[config.mk]
export PLATFORM = sky130hd
export DESIGN_NAME = regimm_branch_unit
export DESIGN_NICKNAME = d
export VERILOG_FILES = /design/src/rtl/regimm_pkg.sv /design/src/rtl/regimm_decoder.sv /design/src/rtl/regimm_addr_gen.sv /design/src/rtl/regimm_slot_seq.sv /design/src/rtl/regimm_branch_unit.sv
export SDC_FILE = /design/constraint.sdc
export NUM_CORES = 1
export LEC_CHECK = 0
export ABC_AREA = 1
export BUFFER_PORTS_ARGS = -buffer_cell sky130_fd_sc_hd__buf_2
export CAP_MARGIN = 5
export CORE_AREA = 2 2 139 195
export DETAILED_ROUTE_END_ITERATION = 6
export DIE_AREA = 0 0 141 197
export HOLD_SLACK_MARGIN = 0.06
export PLACE_DENSITY = 0.48
export SYNTH_ARGS = -nofsm -noshare
export SYNTH_HDL_FRONTEND = slang
export SYNTH_HIERARCHICAL = 1
export SYNTH_SLANG_ARGS = --single-unit
[constraint.sdc]
create_clock -name clk -period 4.1 [get_ports clk]
set_input_delay 0.205 -clock clk [delete_from_list [all_inputs] [get_ports clk]]
set_output_delay 0.205 -clock clk [all_outputs]
set_load 0.01 [all_outputs]
[src/rtl/regimm_pkg.sv]
package regimm_pkg;

    // Opcode of the register-immediate class (bits 31:26).
    localparam logic [5:0] REGIMM_OPC = 6'b000001;

    // Sub-operation codes in bits 20:16.
    localparam logic [4:0] SUB_LTZ   = 5'h00;
    localparam logic [4:0] SUB_GEZ   = 5'h01;
    localparam logic [4:0] SUB_LTZL  = 5'h02;
    localparam logic [4:0] SUB_GEZL  = 5'h03;
    localparam logic [4:0] SUB_LTZAL = 5'h10;
    localparam logic [4:0] SUB_GEZAL = 5'h11;

    typedef enum logic [2:0] {
        BR_NONE,
        BR_LTZ,
        BR_GEZ,
        BR_LTZL,
        BR_GEZL,
        BR_LTZAL,
        BR_GEZAL,
        BR_BAD
    } br_kind_e;

    // Decoded attributes of one issued word.
    typedef struct packed {
        logic hit;      // valid branch of this class
        logic bad;      // class opcode with undefined sub-operation
        logic taken;    // condition result
        logic likely;   // squash slot when not taken
        logic link;     // writes return address
    } br_dec_t;

endpackage

[src/rtl/regimm_decoder.sv]
module regimm_decoder
    import regimm_pkg::*;
#(
    parameter int XLEN = 32
) (
    input  logic [31:0]     instr_i,
    input  logic [XLEN-1:0] rs_val_i,
    output br_dec_t         dec_o
);

    logic       opc_match;
    logic [4:0] sub;
    br_kind_e   kind;
    logic       neg;

    assign opc_match = (instr_i[31:26] == REGIMM_OPC);
    assign sub       = instr_i[20:16];
    assign neg       = rs_val_i[XLEN-1];

    always_comb begin
        kind = BR_NONE;
        if (opc_match) begin
            unique case (sub)
                SUB_LTZ:   kind = BR_LTZ;
                SUB_GEZ:   kind = BR_GEZ;
                SUB_LTZL:  kind = BR_LTZL;
                SUB_GEZL:  kind = BR_GEZL;
                SUB_LTZAL: kind = BR_LTZAL;
                SUB_GEZAL: kind = BR_GEZAL;
                default:   kind = BR_BAD;
            endcase
        end
    end

    always_comb begin
        dec_o = '0;
        unique case (kind)
            BR_LTZ: begin
                dec_o.hit   = 1'b1;
                dec_o.taken = neg;
            end
            BR_GEZ: begin
                dec_o.hit   = 1'b1;
                dec_o.taken = ~neg;
            end
            BR_LTZL: begin
                dec_o.hit    = 1'b1;
                dec_o.likely = 1'b1;
                dec_o.taken  = neg;
            end
            BR_GEZL: begin
                dec_o.hit    = 1'b1;
                dec_o.likely = 1'b1;
                dec_o.taken  = ~neg;
            end
            BR_LTZAL: begin
                dec_o.hit   = 1'b1;
                dec_o.link  = 1'b1;
                dec_o.taken = neg;
            end
            BR_GEZAL: begin
                dec_o.hit   = 1'b1;
                dec_o.link  = 1'b1;
                dec_o.taken = ~neg;
            end
            BR_BAD:  dec_o.bad = 1'b1;
            default: dec_o = '0;
        endcase
    end

endmodule

[src/rtl/regimm_addr_gen.sv]
module regimm_addr_gen #(
    parameter int XLEN  = 32,
    parameter int OFF_W = 16
) (
    input  logic [XLEN-1:0]  pc_i,
    input  logic [OFF_W-1:0] off_i,
    output logic [XLEN-1:0]  target_o,
    output logic [XLEN-1:0]  link_o
);

    localparam int SHIFT   = 2;
    localparam int EXT_W   = XLEN - OFF_W - SHIFT;
    localparam int INSN_SZ = 4;

    logic [XLEN-1:0] slot_pc;
    logic [XLEN-1:0] byte_off;

    assign slot_pc  = pc_i + XLEN'(INSN_SZ);
    assign byte_off = {{EXT_W{off_i[OFF_W-1]}}, off_i, {SHIFT{1'b0}}};
    assign target_o = slot_pc + byte_off;
    assign link_o   = slot_pc + XLEN'(INSN_SZ);

endmodule

[src/rtl/regimm_slot_seq.sv]
module regimm_slot_seq
    import regimm_pkg::*;
#(
    parameter int XLEN = 32
) (
    input  logic            clk,
    input  logic            rst,
    input  logic            issue_valid_i,
    input  br_dec_t         dec_i,
    input  logic [XLEN-1:0] target_i,
    input  logic [XLEN-1:0] link_i,
    output logic            link_we_o,
    output logic [XLEN-1:0] link_data_o,
    output logic            slot_o,
    output logic            nullify_o,
    output logic            redirect_o,
    output logic [XLEN-1:0] redirect_pc_o,
    output logic            rsvd_o
);

    typedef struct packed {
        logic            pend;
        logic            taken;
        logic            squash;
        logic [XLEN-1:0] target;
        logic            link_we;
        logic [XLEN-1:0] link_data;
        logic            rsvd;
    } seq_state_t;

    seq_state_t s_d, s_q;
    logic       slot_use;

    assign slot_use = s_q.pend & issue_valid_i;

    always_comb begin
        s_d         = s_q;
        s_d.link_we = 1'b0;
        s_d.rsvd    = 1'b0;
        if (slot_use) begin
            s_d.pend = 1'b0;
        end else if (issue_valid_i) begin
            if (dec_i.bad) begin
                s_d.rsvd = 1'b1;
            end else if (dec_i.hit) begin
                s_d.pend      = 1'b1;
                s_d.taken     = dec_i.taken;
                s_d.squash    = dec_i.likely & ~dec_i.taken;
                s_d.target    = target_i;
                s_d.link_we   = dec_i.link;
                s_d.link_data = link_i;
            end
        end
    end

    always_ff @(posedge clk) begin
        if (rst) begin
            s_q <= '0;
        end else begin
            s_q <= s_d;
        end
    end

    assign link_we_o     = s_q.link_we;
    assign link_data_o   = s_q.link_data;
    assign rsvd_o        = s_q.rsvd;
    assign slot_o        = slot_use & ~s_q.squash;
    assign nullify_o     = slot_use & s_q.squash;
    assign redirect_o    = slot_use & s_q.taken;
    assign redirect_pc_o = s_q.target;

endmodule

[src/rtl/regimm_branch_unit.sv]
module regimm_branch_unit
    import regimm_pkg::*;
#(
    parameter int XLEN     = 32,
    parameter int OFF_W    = 16,
    parameter int LINK_REG = 31
) (
    input  logic            clk,
    input  logic            rst,
    input  logic            issue_valid_i,
    input  logic [31:0]     instr_i,
    input  logic [XLEN-1:0] pc_i,
    input  logic [XLEN-1:0] rs_val_i,
    output logic            link_we_o,
    output logic [4:0]      link_idx_o,
    output logic [XLEN-1:0] link_data_o,
    output logic            slot_o,
    output logic            nullify_o,
    output logic            redirect_o,
    output logic [XLEN-1:0] redirect_pc_o,
    output logic            rsvd_o
);

    br_dec_t         dec;
    logic [XLEN-1:0] target;
    logic [XLEN-1:0] link_addr;

    regimm_decoder #(.XLEN(XLEN)) dec_i (
        .instr_i  (instr_i),
        .rs_val_i (rs_val_i),
        .dec_o    (dec)
    );

    regimm_addr_gen #(.XLEN(XLEN), .OFF_W(OFF_W)) agen_i (
        .pc_i     (pc_i),
        .off_i    (instr_i[OFF_W-1:0]),
        .target_o (target),
        .link_o   (link_addr)
    );

    regimm_slot_seq #(.XLEN(XLEN)) seq_i (
        .clk           (clk),
        .rst           (rst),
        .issue_valid_i (issue_valid_i),
        .dec_i         (dec),
        .target_i      (target),
        .link_i        (link_addr),
        .link_we_o     (link_we_o),
        .link_data_o   (link_data_o),
        .slot_o        (slot_o),
        .nullify_o     (nullify_o),
        .redirect_o    (redirect_o),
        .redirect_pc_o (redirect_pc_o),
        .rsvd_o        (rsvd_o)
    );

    assign link_idx_o = 5'(LINK_REG);

endmodule

==> results of run 1 <==
## layer usage
metal	track usage	vias up	part of all wire
met5	0	-	0
met4	0.05407	0	0.021
met3	0.01846	22	0.027
met2	0.3276	118	0.53
met1	0.1956	3415	0.42
li1	-	4038	-
## state kept, by name, indices dropped and copies added, names as in the netlist
register,flops
seq_i/link_data_o,32
seq_i/s_q,3
seq_i/rsvd_o,1
seq_i/link_we_o,1
seq_i/redirect_pc_o,32
## cells by family after synthesis
family	Yosys count	share of synthesized area
buffers and inverters	277	0.1810
other	1	0.0004896
AO/OA/AOI/OAI	77	0.05457
AND/OR/NAND/NOR	791	0.4663
XOR/XNOR	46	0.05261
adder cells (fa/ha/maj)	39	0.06470
flip-flops	69	0.1804
## final timing paths
path,depth (start not counted),endpoint,slack [ps],from
worst max register to register,4,seq_i/link_data_o[26],2380,seq_i/s_q[68]
worst max-delay path,21,seq_i/redirect_pc_o[26],1010,pc_i[2]
worst min-delay path,3,seq_i/rsvd_o,120,issue_valid_i
worst min register to register,2,seq_i/redirect_pc_o[26],480,seq_i/redirect_pc_o[26]
## worst register-to-register path: cells and delay by family, from the launching register on
kind / cells / cell delay, ps
simple gates: 3 / 470
buf+inv: 1 / 800
flops: 1 / 350
## power groups by stage
stage / sequential [mW] / clock, mW / combinational [mW]
finish: 0.673 / 0.738 / 0.564
floorplan: 0.687 / 0 / 0.396
CTS: 0.673 / 0.769 / 0.570
global placement: 0.688 / 0 / 0.567
detailed placement: 0.688 / 0 / 0.569
global route: 0.672 / 0.798 / 0.644
## layout make-up
cell class / instances / area (sq um)
multi-input cells: 958 / 4916
clock inverters: 6 / 46.29
well taps: 324 / 405.4
flip-flops and latches: 69 / 1381
repair buffers: 136 / 693.2
clock buffers: 10 / 239.0
inverters: 174 / 653.1
fillers: 3053 / 17680
## stage by stage
stage                     hold WS, ps  std cells  total power [mW]  area, sq um
after floorplan                 324.2       1304             1.083         7674
after global placement          459.5       1661             1.255         8049
after detailed placement        466.7       1661             1.256         8049
after CTS                       98.11       1677             2.012         8334
after global routing            114.9       1677             2.114         8334
final                           117.4       1677             1.975         8334
## layout by cell type (no fill, tap or decap), types with 4 or more instances in the layout
cell / n
sky130_fd_sc_hd__buf_4: 5
sky130_fd_sc_hd__nand2_1: 326
sky130_fd_sc_hd__inv_2: 10
sky130_fd_sc_hd__nor2_1: 243
sky130_fd_sc_hd__nand3_2: 5
sky130_fd_sc_hd__nor2_2: 10
sky130_fd_sc_hd__a21oi_1: 36
sky130_fd_sc_hd__nand3_1: 127
sky130_fd_sc_hd__nand2_2: 24
sky130_fd_sc_hd__nor3_1: 5
sky130_fd_sc_hd__clkbuf_16: 9
sky130_fd_sc_hd__nand4_1: 13
sky130_fd_sc_hd__inv_1: 164
sky130_fd_sc_hd__ha_1: 38
sky130_fd_sc_hd__dfxtp_1: 69
sky130_fd_sc_hd__nor2_8: 4
sky130_fd_sc_hd__xnor2_1: 6
sky130_fd_sc_hd__o21ai_0: 29
sky130_fd_sc_hd__nand2_4: 5
sky130_fd_sc_hd__nor2_4: 20
sky130_fd_sc_hd__buf_2: 131
sky130_fd_sc_hd__xor2_1: 40
sky130_fd_sc_hd__conb_1: 5
==> qor.txt, run 1 <==
STA
---------------------------------------------------------------------------------
Final number of max-transition violations                                       0
Worst Slack Setup Final                                                   1012 ps
Highest attainable clock frequency                                      323.8 MHz
Setup repair after global routing missed its margin                            no
Total negative setup slack                                                   0 ps
Clk_skew                                                                 7.847 ps
Setup violators final                                                           0
Hold violation total from the final report                                      0
Clock period minus worst slack                                            3088 ps
Worst-Margin Slew                                                         1108 ps
Final cycle utilization of the critical path                               0.7532
Worst-case headroom to the max-slew limit                                  0.2611

PWR
---------------------------------------------------------------------------------
Leakage power summed over all cells                                      4.337 nW
Net switching power                                                     0.6874 mW
Sequential share of power                                                   0.341
VDD IR-drop max                                                       0.0001605 V
Relative contribution of combinational cells to total power                 0.286
Cell internal power dissipation                                          1.287 mW
Share of power burned in the clock network                                  0.374
Sw Share                                                                   0.3481
Cell Pwr Density                                                     236.9 mW/mm^2

FLOORPLAN
---------------------------------------------------------------------------------
Die footprint                                                        0.02778 sq mm
Floorplan die width                                                   141 microns
Effective utilization at floorplan                                         0.2944
Number of primary I/O pins                                                    173
Row Count                                                                      70
Core box area                                                        0.02601 sq mm
Height of the die                                                     197 microns

ROUTING
---------------------------------------------------------------------------------
DRC marker count from the first detailed-route iteration                      263
Final wirelength                                                     23130 microns
Average wire per standard cell                                       13.79 microns
Via/cell ratio                                                              4.528
DRC violations left                                                             0
Via count                                                                    7593
Detail Route Antenna Nets                                                       0
Number of detailed-routing iterations run before antenna repair                 5

GLOBAL ROUTING
---------------------------------------------------------------------------------
Maximum number of pins on one net before global-route repair                   68
Via count of the first global-routing pass                                   7408
Total global routing overflow                                                   0
Initial antenna violation count                                                 0
Wire length of the first global-routing pass                         37520 microns
GRT Resource Usage Total                                                   0.1707

WORST HOLD PATH
---------------------------------------------------------------------------------
Worst min-delay path category                                           in -> reg

LOGIC SYNTHESIS
---------------------------------------------------------------------------------
Asr flop ratio synth                                                            0
Combined area of all synthesized cells                               0.007659 sq mm
Dominant register cell in the synthesized netlist                    sky130_fd_sc_hd__dfxtp_1
Cells taking the most area after synthesis                           sky130_fd_sc_hd__dfxtp_1 (18%), sky130_fd_sc_hd__nand2_1 (16%), sky130_fd_sc_hd__nor2_1 (12%), sky130_fd_sc_hd__nand3_1 (8.3%), sky130_fd_sc_hd__inv_1 (8.1%)
Flops & latches, synth                                                         69
Distinct cell type count after synthesis                                       43
Post-synthesis cell type with the largest combined area              sky130_fd_sc_hd__dfxtp_1
Most numerous cell types in the synthesized netlist                  sky130_fd_sc_hd__nand2_1 (326), sky130_fd_sc_hd__nor2_1 (243), sky130_fd_sc_hd__inv_1 (166)
Average instance area after synthesis                                 5.891 sq um
Proportion of netlist area held by the largest area contributor            0.1804
Most repeated cell in the gate-level netlist after synthesis         sky130_fd_sc_hd__nand2_1
Post-Synthesis Cells                                                         1300
Sequential area share after synthesis                                      0.1804
Warnings, synthesis                                                             6
Number of flops mapped to enable cells by yosys                                 0

WORST SETUP PATH
---------------------------------------------------------------------------------
Crit end category                                                        register
Stage delay of the slowest cell on the critical path                       320 ps
Critical Path Fanout Max                                                        7
Required time at the endpoint of the critical path                        4380 ps
Critical path data arrival time                                           3370 ps
Category of the most critical setup path                                in -> reg
Sort of element at the start of the critical path                       input pin
Crit-path cells                                                      buf_2 > ha_1 > nand2_1 > inv_1 > nand2_1 > nor2_1 > nand2_1 > nand2_2 > inv_1 > ha_1 > nand2_1 > nor2_1 > nand2_1 > o21ai_0 > inv_1 > o21ai_0 > xor2_1 > inv_1 > nand3_1 > nand2_1 > nor2_1
Most frequent cell on the critical path                              sky130_fd_sc_hd__nand2_1
Highest-delay cell along the critical path                           sky130_fd_sc_hd__ha_1
Number of buffer and inverter instances along the worst setup path              5
Top cell family by delay on the critical path                        simple AND/OR/NAND/NOR gates

CLOCKING
---------------------------------------------------------------------------------
Clock network latency to the later pin of the worst-skew pair              340 ps
Root Buffer Master                                                   sky130_fd_sc_hd__clkbuf_16
Number of instances resized during post-cts repair                              0
Number of setup buffers added after CTS                                         0
Cts hold-fix bufs                                                               0
Clock buffer depth                                                              2
Depth of the CTS H-tree                                                         3
Clock-pin slew on the worst setup and hold paths                            60 ps
Clock tree from TritonCTS                                                     yes
Sink count of the clock tree                                                   69
Number of buffers created by CTS                                                9

OUTCOME
---------------------------------------------------------------------------------
Outcome                                                              finished, final reports clean

FINISH
---------------------------------------------------------------------------------
Antenna fix cells                                                               0
Nets                                                                         1486
Share of the core filled with cells in the final layout                    0.3204
Layout cell share with drive strength beyond 1                             0.1737
Area growth from synthesis to layout                                       8.822%

PLACEMENT
---------------------------------------------------------------------------------
Number of input and output port buffers inserted                              131
Pre-CTS setup slack                                                      621.4 ps
Placer Congestion                                                          0.9123
Placed wire-length estimate                                          19770 microns

RUN
---------------------------------------------------------------------------------
Max-cap violation count                                                         0

Note: power is estimated with default switching activity, not from simulation.
==> run 2: changes to the inputs <==
==> constraint.sdc (replaced) <==
create_clock -name clk -period 3 [get_ports clk]
set_input_delay 0.15 -clock clk [delete_from_list [all_inputs] [get_ports clk]]
set_output_delay 0.15 -clock clk [all_outputs]
set_load 0.01 [all_outputs]
==> run 2 against run 1 <==
  * Register-to-register slack got worse by 1000 ps
  * Global-route usage increased by 0.79 points
  * Routed wire length increased by 4.9%
  * Hold slack improved by 24 ps
  * Clock power increased by 59%
  * Largest cell class unchanged
==> qor.txt, run 2 (same netlist as run 1, synthesis figures left out) <==
GLOBAL ROUTING
------------------------------------------------------------------------------
Maximum number of pins on one net before global-route repair                68   unchanged
Total global routing overflow                                                0   unchanged
GRT Resource Usage Total                                                0.1786   +0.007919
Wire length of the first global-routing pass                      39120 microns   +4.3%
Initial antenna violation count                                              0   unchanged
Via count of the first global-routing pass                                7766   +4.8%

STA
------------------------------------------------------------------------------
Worst Slack Setup Final                                               349.8 ps   -662.2 ps
Highest attainable clock frequency                                   377.3 MHz
Setup violators final                                                        0   unchanged
Total negative setup slack                                                0 ps   unchanged
Worst-case headroom to the max-slew limit                               0.2449   -0.01624
Final cycle utilization of the critical path                            0.8834
Hold violation total from the final report                                   0   unchanged
Setup repair after global routing missed its margin                         no
Clk_skew                                                              5.210 ps   -2.637 ps
Worst-Margin Slew                                                      1133 ps   +24.35 ps
Hold Slack                                                            141.5 ps   +24.11 ps
Final number of max-transition violations                                    0   unchanged
Clock period minus worst slack                                         2650 ps

FINISH
------------------------------------------------------------------------------
Area growth from synthesis to layout                                    21.09%
Antenna fix cells                                                            0   unchanged
Multi-input combinational cell area                               0.004935 sq mm   +0.38%
Most common cell after layout, fill and taps aside                sky130_fd_sc_hd__nand2_1
Share of the core filled with cells in the final layout                 0.3565   +0.03612
Sequential standard cell area                                     0.001381 sq mm   unchanged
Filler cell count                                                         2946   -3.5%
Layout cell share with drive strength beyond 1                          0.2406   +0.06694
Nets                                                                      1600   +7.7%
Most used cells in the layout excluding fill and tap cells        sky130_fd_sc_hd__nand2_1 (326), sky130_fd_sc_hd__nor2_1 (240), sky130_fd_sc_hd__inv_1 (164)

WORST SETUP PATH
------------------------------------------------------------------------------
Critical Path Fanout Max                                                     5   -2
Crit end category                                                     register
Sort of element at the start of the critical path                    input pin
Category of the most critical setup path                             in -> reg
Count of cells along the worst register-to-register path                     4   unchanged
Required time at the endpoint of the critical path                     3290 ps   -1090 ps
Critical path data arrival time                                        2940 ps   -430 ps

ROUTING
------------------------------------------------------------------------------
Average wire per standard cell                                    13.55 microns   -1.7%
Via/cell ratio                                                           4.476   -1.1%
DRC marker count from the first detailed-route iteration                   321   +22%
DRC violations left                                                          0   unchanged
Detail Route Antenna Nets                                                    0   unchanged
Via count                                                                 8016   +5.6%
Number of detailed-routing iterations run before antenna repair              6   +1
Final wirelength                                                  24270 microns   +4.9%

CLOCKING
------------------------------------------------------------------------------
Root Buffer Master                                                sky130_fd_sc_hd__clkbuf_16
Sink count of the clock tree                                                69   unchanged
Clock-pin slew on the worst setup and hold paths                         60 ps   about the same
Clock network latency to the later pin of the worst-skew pair           350 ps   about the same
Number of setup buffers added after CTS                                      0   unchanged
Clock buffer depth                                                           2   unchanged
Number of buffers created by CTS                                             9   unchanged
Clock tree from TritonCTS                                                  yes
Depth of the CTS H-tree                                                      3   unchanged

FLOORPLAN
------------------------------------------------------------------------------
Die footprint                                                     0.02778 sq mm   unchanged
Height of the die                                                  197 microns   unchanged
Number of primary I/O pins                                                 173   unchanged
Core box area                                                     0.02601 sq mm   unchanged
Row Count                                                                   70   unchanged
Floorplan die width                                                141 microns   unchanged
Effective utilization at floorplan                                      0.2944   unchanged

WORST HOLD PATH
------------------------------------------------------------------------------
Worst min-delay path category                                        in -> reg
Count of cells along the worst hold path                                     5   +2

PWR
------------------------------------------------------------------------------
Leakage power summed over all cells                                   4.913 nW   +13%
Power, Total                                                          3.030 mW   +53%
Cell Pwr Density                                                  326.7 mW/mm^2   +38%
VDD IR-drop max                                                    0.0002720 V   +69%

RUN
------------------------------------------------------------------------------
Max-cap violation count                                                      0   unchanged

PLACEMENT
------------------------------------------------------------------------------
Placed wire-length estimate                                       20890 microns   +5.7%
Number of input and output port buffers inserted                           131   unchanged
Pre-CTS setup slack                                                  -108.2 ps   -729.6 ps
Placer Congestion                                                       0.9163   +0.44%

OUTCOME
------------------------------------------------------------------------------
Outcome                                                           finished, final reports clean

==> run 2: worst paths after layout <==
path / from / to / slack (ps)
min reg2reg: seq_i/redirect_pc_o[18] / seq_i/redirect_pc_o[18] / 480
max reg2reg: seq_i/s_q[68] / seq_i/link_data_o[3] / 1330
max: pc_i[9] / seq_i/redirect_pc_o[26] / 350
min: pc_i[0] / seq_i/link_data_o[0] / 140
==> run 2: cell type report <==
class	instances	area share
Multi-Input combinational cell	958	0.5321
Clock buffer	9	0.02428
Sequential cell	69	0.1489
Timing Repair Buffer	250	0.1700
Tap cell	324	0.04371
Inverter	174	0.07043
Clock inverter	7	0.01052
==> run 2: power by group <==
| group | switching, mW | internal, mW |
|---|---|---|
| logic | 0.557 | 0.388 |
| registers | 0.00102 | 0.918 |
| clock network | 0.435 | 0.731 |
| total | 0.993 | 2.04 |
==> run 2: stage by stage <==
stage	cells	instance area (sq um)
detailed placement	1774	8922
floorplan	1304	7674
global placement	1774	8922
finish	1791	9274
global route	1791	9274
CTS	1791	9255
==> run 2: timing repair <==
item / 4_1_cts / 5_1_grt
hold buffers: 1 / 0
gates resized for setup: 0 / 6
endpoints found under the setup margin: 0 / 6
hold endpoints to repair: 1 / 0
==> run 2: metal layers <==
layer | vias to the layer above | global-route usage | part of all wire
met3 | 18 | 0.01774 | 0.026
li1 | 4263 | - | -
met4 | 0 | 0.04852 | 0.015
met2 | 130 | 0.3483 | 0.54
met5 | - | 0 | 0
met1 | 3605 | 0.2043 | 0.42
==> run 2: critical path, stage by stage <==
cell and delay [ps]:
sky130_fd_sc_hd__buf_2 130, sky130_fd_sc_hd__nand2_1 90, sky130_fd_sc_hd__nor2_1 190, sky130_fd_sc_hd__nand2_1 180
sky130_fd_sc_hd__nor2_4 140, sky130_fd_sc_hd__nand2_1 70, sky130_fd_sc_hd__nand2_2 90, sky130_fd_sc_hd__inv_1 90
sky130_fd_sc_hd__ha_1 360, sky130_fd_sc_hd__nand2_1 110, sky130_fd_sc_hd__o21ai_0 350, sky130_fd_sc_hd__a21oi_1 70
sky130_fd_sc_hd__o21ai_1 130, sky130_fd_sc_hd__inv_1 90, sky130_fd_sc_hd__o21ai_0 190, sky130_fd_sc_hd__xor2_1 220
sky130_fd_sc_hd__inv_1 60, sky130_fd_sc_hd__nand3_1 70, sky130_fd_sc_hd__nand2_1 60, sky130_fd_sc_hd__nor2_1 90
